**src/rtl/chain_node_pkg.sv**
```systemverilog
package chain_node_pkg;
    localparam int ADDR_W = 23;
    localparam int DATA_W = 32;
    localparam int SRC_W  = 2;
    localparam int IDX_W  = 6;
    localparam int TAG_W  = ADDR_W - IDX_W;

    localparam logic [DATA_W-1:0] UNMAPPED_FILL = 32'hDEADBEEF;

    typedef struct packed {
        logic              req;
        logic              ack;
        logic              rd_nwr;
        logic [ADDR_W-1:0] addr;
        logic [DATA_W-1:0] data;
        logic [SRC_W-1:0]  src;
    } chain_beat_t;

    function automatic logic [TAG_W-1:0] tag_of(input logic [ADDR_W-1:0] a);
        return a[ADDR_W-1:IDX_W];
    endfunction

    function automatic logic [IDX_W-1:0] idx_of(input logic [ADDR_W-1:0] a);
        return a[IDX_W-1:0];
    endfunction
endpackage

```
**src/rtl/chain_addr_decode.sv**
```systemverilog
module chain_addr_decode
    import chain_node_pkg::*;
#(
    parameter logic [TAG_W-1:0] BLOCK_TAG = 17'h1,
    parameter int               NUM_REGS  = 8
) (
    input  logic [ADDR_W-1:0] addr,
    output logic              tag_hit,
    output logic [IDX_W-1:0]  reg_idx,
    output logic              idx_impl
);
    localparam logic [IDX_W:0] NUM_L = NUM_REGS[IDX_W:0];

    always_comb begin
        tag_hit  = (tag_of(addr) == BLOCK_TAG);
        reg_idx  = idx_of(addr);
        idx_impl = ({1'b0, reg_idx} < NUM_L);
    end
endmodule

```
**src/rtl/chain_reg_bank.sv**
```systemverilog
module chain_reg_bank
    import chain_node_pkg::*;
#(
    parameter int NUM_REGS = 8
) (
    input  logic              clk,
    input  logic              rst,
    input  logic              wr_en,
    input  logic [IDX_W-1:0]  wr_idx,
    input  logic [DATA_W-1:0] wr_data,
    input  logic [IDX_W-1:0]  rd_idx,
    output logic [DATA_W-1:0] rd_data
);
    localparam int SEL_W = (NUM_REGS > 1) ? $clog2(NUM_REGS) : 1;

    logic [DATA_W-1:0] regs [NUM_REGS];

    for (genvar g = 0; g < NUM_REGS; g++) begin : g_reg
        always_ff @(posedge clk) begin
            if (rst)
                regs[g] <= '0;
            else if (wr_en && (wr_idx == IDX_W'(g)))
                regs[g] <= wr_data;
        end
    end

    logic [SEL_W-1:0] rd_sel;
    always_comb begin
        rd_sel  = rd_idx[SEL_W-1:0];
        rd_data = '0;
        if (int'(rd_sel) < NUM_REGS)
            rd_data = regs[rd_sel];
    end
endmodule

```
**src/rtl/chain_reg_node.sv**
```systemverilog
module chain_reg_node
    import chain_node_pkg::*;
#(
    parameter logic [TAG_W-1:0] BLOCK_TAG = 17'h1,
    parameter int               NUM_REGS  = 8
) (
    input  logic              clk,
    input  logic              rst,
    input  logic              in_req,
    input  logic              in_ack,
    input  logic              in_rd_nwr,
    input  logic [ADDR_W-1:0] in_addr,
    input  logic [DATA_W-1:0] in_data,
    input  logic [SRC_W-1:0]  in_src,
    output logic              out_req,
    output logic              out_ack,
    output logic              out_rd_nwr,
    output logic [ADDR_W-1:0] out_addr,
    output logic [DATA_W-1:0] out_data,
    output logic [SRC_W-1:0]  out_src
);
    chain_beat_t in_beat, nxt_beat, out_beat;
    logic              tag_hit, idx_impl, owned, wr_en;
    logic [IDX_W-1:0]  reg_idx;
    logic [DATA_W-1:0] bank_rd;

    assign in_beat = '{req: in_req, ack: in_ack, rd_nwr: in_rd_nwr,
                       addr: in_addr, data: in_data, src: in_src};

    chain_addr_decode #(.BLOCK_TAG(BLOCK_TAG), .NUM_REGS(NUM_REGS)) u_dec (
        .addr     (in_addr),
        .tag_hit  (tag_hit),
        .reg_idx  (reg_idx),
        .idx_impl (idx_impl)
    );

    assign owned = in_req && !in_ack && tag_hit;
    assign wr_en = owned && !in_rd_nwr && idx_impl;

    chain_reg_bank #(.NUM_REGS(NUM_REGS)) u_bank (
        .clk     (clk),
        .rst     (rst),
        .wr_en   (wr_en),
        .wr_idx  (reg_idx),
        .wr_data (in_data),
        .rd_idx  (reg_idx),
        .rd_data (bank_rd)
    );

    always_comb begin
        nxt_beat = in_beat;
        if (owned) begin
            nxt_beat.ack = 1'b1;
            if (in_rd_nwr)
                nxt_beat.data = idx_impl ? bank_rd : UNMAPPED_FILL;
        end
    end

    always_ff @(posedge clk) begin
        if (rst) out_beat <= '0;
        else     out_beat <= nxt_beat;
    end

    assign out_req    = out_beat.req;
    assign out_ack    = out_beat.ack;
    assign out_rd_nwr = out_beat.rd_nwr;
    assign out_addr   = out_beat.addr;
    assign out_data   = out_beat.data;
    assign out_src    = out_beat.src;

    p_forward_r2: assert property (@(posedge clk) disable iff (rst)
        1'b1 |=> (out_req == $past(in_req) && out_rd_nwr == $past(in_rd_nwr)
                  && out_addr == $past(in_addr) && out_src == $past(in_src)));

    p_claim_r3: assert property (@(posedge clk) disable iff (rst)
        (in_req && !in_ack && tag_hit) |=> out_ack);

    p_foreign_r4: assert property (@(posedge clk) disable iff (rst)
        (in_req && !tag_hit) |=> (out_ack == $past(in_ack) && out_data == $past(in_data)));

    p_upstream_r5: assert property (@(posedge clk) disable iff (rst)
        (in_req && in_ack) |=> (out_ack && out_data == $past(in_data)));

    p_unmapped_r8: assert property (@(posedge clk) disable iff (rst)
        (in_req && !in_ack && tag_hit && in_rd_nwr && !idx_impl) |=> (out_data == UNMAPPED_FILL));

    p_idle_r10: assert property (@(posedge clk) disable iff (rst)
        (!in_req && $past(!in_req)) |=> !out_ack || $past(in_ack));
endmodule

```
**config.mk**
```make
export PLATFORM = sky130hd
export DESIGN_NAME = chain_reg_node
export DESIGN_NICKNAME = d
export VERILOG_FILES = /design/src/rtl/chain_node_pkg.sv /design/src/rtl/chain_addr_decode.sv /design/src/rtl/chain_reg_bank.sv /design/src/rtl/chain_reg_node.sv
export SDC_FILE = /design/constraint.sdc
export NUM_CORES = 1
export LEC_CHECK = 0
export BUFFER_PORTS_ARGS = -buffer_cell sky130_fd_sc_hd__buf_2
export CORE_ASPECT_RATIO = 1.2
export CORE_MARGIN = 4
export CORE_UTILIZATION = 63
export DETAILED_ROUTE_END_ITERATION = 6
export PLACE_DENSITY = 0.93
export SYNTH_ARGS = -nofsm -noshare
export SYNTH_HDL_FRONTEND = slang
export SYNTH_SLANG_ARGS = --single-unit
```
**constraint.sdc**
```tcl
create_clock -name clk -period 5.3 [get_ports clk]
set_input_delay 1.59 -clock clk [delete_from_list [all_inputs] [get_ports clk]]
set_output_delay 1.59 -clock clk [all_outputs]
set_load 0.05 [all_outputs]
```
==> results.ini, run 1 <==
[setup_path]
required_ps = 5510
setup.worst_path.end_class = flip-flop
rr_startpoint = u_bank.regs[4][31]$_SDFFCE_PN0P_
path_class = in -> reg
cpPeakStageDelay_ps = 660
worstPathArrival_ps = 3910
start_kind = primary input
crit_path_start = in_addr[0]
cp_top_family = simple AND/OR/NAND/NOR gates
path_buf_inv = 2
crit_top_cell = buf_4
cp_max_fo = 35
crit_chain = buf_4 -> nor3b_1 -> nand4_1 -> nand2_1 -> buf_4
slowest_stage = nand4_1

[timing]
tightest_slew_ps = 1220
layout_min_cycle_time_ps = 3700
skew_ps = 14.3
setup-violations-final = 0
drv_slew = 0
setup_ws_ps = 1600
hold_slack_ps = 747
slew_headroom = 0.185
hold_viol_final = 0
rsz0062_at_grt = false
fin_tns_setup_ps = 0
fin_crit_sh = 0.698
max_freq_mhz = 270

[routing]
postRouteAntennaNets = 0
drt_first_pass_iters = 7
detail_route.wl_per_cell_um = 25.7
dr.first_iter.drc_count = 1419
wirelength_um = 32500
viasPerCell = 6.62
vias = 8366
drc = 4

[yosys]
synth-edff-count = 256
synthTopCellsByArea = edfxtp_1 (61%), mux4_2 (12%), dfxtp_1 (9.6%)
synth.distinct_cells = 25
ys_ff_latch = 316
netlist.top_cell.by_area = edfxtp_1
ys_seq_area_frac = 0.709
synthFlopType = edfxtp_1
yosysWarnings = 0
yosysMostFrequentCell = nor2_1
synth-async-reset-ratio = 0
synth_area_um2 = 12500
syn_avg_cell_area_um2 = 14.6
syn-num-nets = 921
synthTopCellsByCount = nor2_1 (257), edfxtp_1 (256), mux4_2 (64), dfxtp_1 (60), o22ai_1 (56)
synth.top_cell.area_share = 0.613
postSynthCellCount = 859

[power]
irDropWorstVdd_mv = 0.306
p_leak_nw = 5.03
total_power_mw = 5.25
power_density_nw_per_um2 = 367

[layout]
layout-drive-gt1-share = 0.257
diodes = 0
nets = 1043
synthToLayoutAreaGrowth_pct = 14.2
stdcell_count = 1264
utilization = 0.732
fin_area_um2 = 14300

[hold_path]
min_from = u_bank.regs[7][4]$_SDFFCE_PN0P_
min_path_type = reg -> reg

[floorplan]
core_area_um2 = 19500
initial_core_util = 0.641
dieArea_um2 = 22200
rows = 56
io_pins = 122
die_h_um = 163
fp.dieW_um = 137

[grt]
globalRoute.totalOverflow = 0
grt_pass1_wl_um = 48900
globalRouteTotalUtil = 0.297
grt_max_degree = 67
antenna_found_initial = 0
grt_pass1_vias = 8586

[clock_network]
cts_made_buffers = 29
cts_hold_buf = 0
clk_latency_ps = 540
cts.htree.levels = 1
cts_root_buf = clkbuf_16
path_clk_slew_ps = 70
cts_num_sinks = 316
cts_resized = 0
cts_tree = yes
post_cts_buffers = 0
cts_buffer_depth = 3

[place]
place_area_um2 = 13400
place_congestion = 0.817
place_inst = 1211
place.port_buffers = 121
dp_hpwl_um = 18500
pre_cts_ws_ps = 1090

[outcome]
violations = design-rule violations
status = finished, violations left

[run]
maxCapViolations = 0

## worst register-to-register path: cells and delay by family, from the launching register on
| family | cells | cell delay [ps] |
|---|---|---|
| DFF | 1 | 420 |
| AOI/OAI and AO/OA | 2 | 340 |
| muxes | 1 | 530 |
## path summary, 6_finish.rpt
kind | end | slack, ps | cells after the start
max | u_bank.regs[5][29]$_SDFFCE_PN0P_ | 1600 | 5
min | out_data[4]$_SDFF_PP0_ | 750 | 3
max reg2reg | out_data[31]$_SDFF_PP0_ | 3850 | 3
min reg2reg | out_data[4]$_SDFF_PP0_ | 750 | 3
## area by class of cell
class | count | area, um^2
well taps | 261 | 327
repair buffers | 150 | 826
multi-input cells | 483 | 3380
fillers | 1072 | 5230
flip-flops and latches | 316 | 8890
clock buffers | 39 | 793
clock inverters | 14 | 101
inverters | 1 | 3.75
## layout by cell type, fill, tap and decap left out, drive strengths merged, types with 2 or more instances in the layout
| cell type | netlist | final |
|---|---|---|
| nor2 | 257 | 257 |
| edfxtp | 256 | 256 |
| buf | 32 | 150 |
| mux4 | 64 | 64 |
| dfxtp | 60 | 60 |
| o22ai | 56 | 56 |
| nand2 | 41 | 41 |
| clkbuf | 27 | 39 |
| nor2b | 27 | 27 |
| clkinv | 0 | 10 |
| nand4 | 9 | 9 |
| mux2i | 8 | 8 |
| nor4 | 4 | 4 |
| nor4b | 4 | 4 |
| nor3 | 3 | 3 |
| and2 | 2 | 2 |
| and4 | 2 | 2 |
| nor3b | 2 | 2 |
| clkinvlp | 0 | 2 |
| inv | 1 | 2 |
## state kept, by name, indices dropped and copies added, names as in the netlist
signal	flops
out_req	1
out_ack	1
out_src	2
out_data	32
out_rd_nwr	1
out_addr	23
u_bank.regs	256
## per-layer routing
metal / wire length [um] / track usage / up-vias
met5: 0 / 0 / -
met4: 2060 / 0.170 / 0
met3: 4070 / 0.0572 / 174
met2: 16400 / 0.492 / 786
met1: 9990 / 0.366 / 3993
li1: - / - / 3413
## report_power, final
group	switching (mW)	leakage, nW	internal, mW
clock	0.888	0.437	1.10
combinational	0.277	1.67	0.146
sequential	0.0429	2.93	2.80
total	1.21	5.03	4.04
## kinds of logic (layout without fill, tap and decap cells)
logic type,after synthesis,in the layout,share of synthesized area
AOI/OAI and AO/OA,57,57,0.0284
buffers and inverters,60,204,0.0214
DFF,316,316,0.709
muxes,72,72,0.121
and+or+nand+nor,354,354,0.120
(Power assumes the default switching activity.)
==> run 2: changes to the inputs <==
--- a/config.mk
+++ b/config.mk
@@ -8,9 +8,9 @@
 export BUFFER_PORTS_ARGS = -buffer_cell sky130_fd_sc_hd__buf_2
 export CORE_ASPECT_RATIO = 1.2
 export CORE_MARGIN = 4
-export CORE_UTILIZATION = 63
+export CORE_UTILIZATION = 53
 export DETAILED_ROUTE_END_ITERATION = 6
-export PLACE_DENSITY = 0.93
+export PLACE_DENSITY = 0.84
 export SYNTH_ARGS = -nofsm -noshare
 export SYNTH_HDL_FRONTEND = slang
 export SYNTH_SLANG_ARGS = --single-unit
==> constraint.sdc (replaced) <==
create_clock -name clk -period 3.1 [get_ports clk]
set_input_delay 0.93 -clock clk [delete_from_list [all_inputs] [get_ports clk]]
set_output_delay 0.93 -clock clk [all_outputs]
set_load 0.05 [all_outputs]
==> run 2 against run 1 <==
Against the previous run: the flow now finishes without violations; critical path depth is 2 higher; sequential power is 71% higher; highest routed layer is now met5; final cell count is 5.5% higher; worst hold slack worse by 120 ps; clock-buffer cell count is 2 higher; setup slack worse by 850 ps; utilization is 9.9 points lower.
==> results.ini, run 2 (synthesis gave the netlist of run 1 again) <==
[outcome]
status = completed

[timing]
max_freq_mhz = 426
slew_headroom = 0.602  ; +0.418
hold_viol_final = 0  ; unchanged
fin_crit_sh = 0.757
drv_slew = 0  ; unchanged
fin_tns_setup_ps = 0  ; unchanged
setup-violations-final = 0  ; unchanged
rsz0062_at_grt = false
skew_ps = 10.2  ; -4.05 ps
layout_min_cycle_time_ps = 2350
tightest_slew_ps = 588  ; -632 ps

[place]
place.port_buffers = 121  ; unchanged
place_congestion = 0.830  ; +1.6%
dp_hpwl_um = 19900  ; +7.8%

[clock_network]
cts_made_buffers = 28  ; -3.4%
cts_hold_buf = 0  ; unchanged
post_cts_buffers = 0  ; unchanged
cts_buffer_depth = 3  ; unchanged
cts_root_buf = clkbuf_16
path_clk_slew_ps = 60  ; about the same
cts.htree.levels = 1  ; unchanged
clk_latency_ps = 530  ; about the same
cts_tree = yes
cts_resized = 0  ; unchanged
cts_num_sinks = 316  ; unchanged

[hold_path]
min_path_type = in -> reg
hold_path_end = out_addr[6]$_SDFF_PP0_
min_path_cells = 2  ; -1
min_from = in_addr[6]

[layout]
fillers = 1608  ; +50%
final_common_cell = nor2_1
nets = 1059  ; +1.5%
layout-drive-gt1-share = 0.277  ; +0.0195
utilization = 0.633  ; -0.0992
diodes = 0  ; unchanged
final_cell_mix = nor2_1 (257), edfxtp_1 (256), buf_2 (120), mux4_2 (64), dfxtp_1 (60)
synthToLayoutAreaGrowth_pct = 17.2
largest-register = u_bank.regs
largest_reg_flops = 256  ; unchanged

[run]
maxCapViolations = 0  ; unchanged

[routing]
drc = 0  ; -4
viasPerCell = 6.14  ; -7.2%
dr.first_iter.drc_count = 902  ; -36%
detail_route.wl_per_cell_um = 24.0  ; -6.6%
drt_first_pass_iters = 5  ; -2
vias = 8190  ; -2.1%
wirelength_um = 32100  ; -1.5%
postRouteAntennaNets = 0  ; unchanged

[grt]
grt_pass1_vias = 8353  ; -2.7%
globalRoute.totalOverflow = 0  ; unchanged
grt_pass1_wl_um = 48600  ; -0.72%
globalRouteTotalUtil = 0.245  ; -0.0517
grt_max_degree = 33  ; -51%
antenna_found_initial = 2  ; +2

[floorplan]
initial_core_util = 0.540  ; -0.101
dieArea_um2 = 26200  ; +18%
io_pins = 122  ; unchanged
die_h_um = 176  ; +8.6%
rows = 61  ; +8.9%
core_area_um2 = 23200  ; +19%
fp.dieW_um = 148  ; +8.5%

[setup_path]
start_kind = primary input
r2r_slack_ps = 1700  ; -2150 ps
cp_max_fo = 30  ; -14%
r2r-end = out_data[5]$_SDFF_PP0_
slowest_stage = and4_1
crit_path_start = in_addr[16]
setup.worst_path.end_class = flip-flop
path_class = in -> reg
cpPeakStageDelay_ps = 420  ; -240 ps
worstPathArrival_ps = 2560  ; -1350 ps
rr_startpoint = u_bank.regs[0][5]$_SDFFCE_PN0P_
crit_chain = buf_2 -> nor4_1 -> buf_4 -> and4_1 -> nand4_1 -> nand2_2 -> buf_12
required_ps = 3320  ; -2190 ps
reg2reg_depth = 3  ; unchanged

[power]
p_leak_nw = 5.18  ; +2.9%
irDropWorstVdd_mv = 0.398  ; +30%
power_density_nw_per_um2 = 612  ; +67%

==> run 2: cell types whose count changed in the layout (fill, tap and decap cells not counted), moves of 2 or more <==
cell,delta
clkinvlp_4,-2
buf_4,+4
buf_12,+13
nand2_2,+8
nand2_1,-8
==> run 2: layout make-up <==
class,count,area [um^2],share of cell area
Clock buffer,41,811,0.0552
Multi-Input combinational cell,483,3400,0.231
Clock inverter,11,80.1,0.00545
Timing Repair Buffer,167,1120,0.0760
Inverter,1,3.75,0.000256
Tap cell,315,394,0.0268
Sequential cell,316,8890,0.605
==> run 2: report_power, final <==
group / total, mW / leakage, nW / internal, mW / switching [mW]
Clock: 3.36 / 0.442 / 1.90 / 1.47
Sequential: 4.85 / 2.93 / 4.78 / 0.0679
Combinational: 0.784 / 1.81 / 0.282 / 0.502
Total: 9.00 / 5.18 / 6.96 / 2.04
==> run 2: worst max-delay path by stage <==
stage                                            end  slack (ps)
global placement    u_bank.regs[3][14]$_SDFFCE_PN0P_         280
floorplan            u_bank.regs[4][0]$_SDFFCE_PN0P_         200
finish               u_bank.regs[3][5]$_SDFFCE_PN0P_         750
detailed placement  u_bank.regs[3][15]$_SDFFCE_PN0P_         240
CTS                  u_bank.regs[3][5]$_SDFFCE_PN0P_         790
global route         u_bank.regs[3][5]$_SDFFCE_PN0P_         650
==> run 2: per-stage QoR <==
stage,area (um^2),worst slack (ps),hold slack (ps),instances,total power [mW]
6_report,14700,754,623,1334,9.00
3_3_place_gp,13800,275,721,1282,5.66
5_1_grt,14700,650,630,1334,9.26
3_5_place_dp,13800,242,730,1282,5.70
4_1_cts,14700,793,607,1334,9.02
2_1_floorplan,12600,200,686,859,5.40
==> run 2: critical path, delay by kind of cell <==
family	cells	cell delay, ps
buf+inv	3	490
simple gates	4	1110
==> run 2: metal layers <==
metal / part of all wire / GRT usage
met3: 0.12 / 0.0647
met5: 0.00075 / 0
met2: 0.50 / 0.405
met4: 0.031 / 0.0824
met1: 0.35 / 0.319
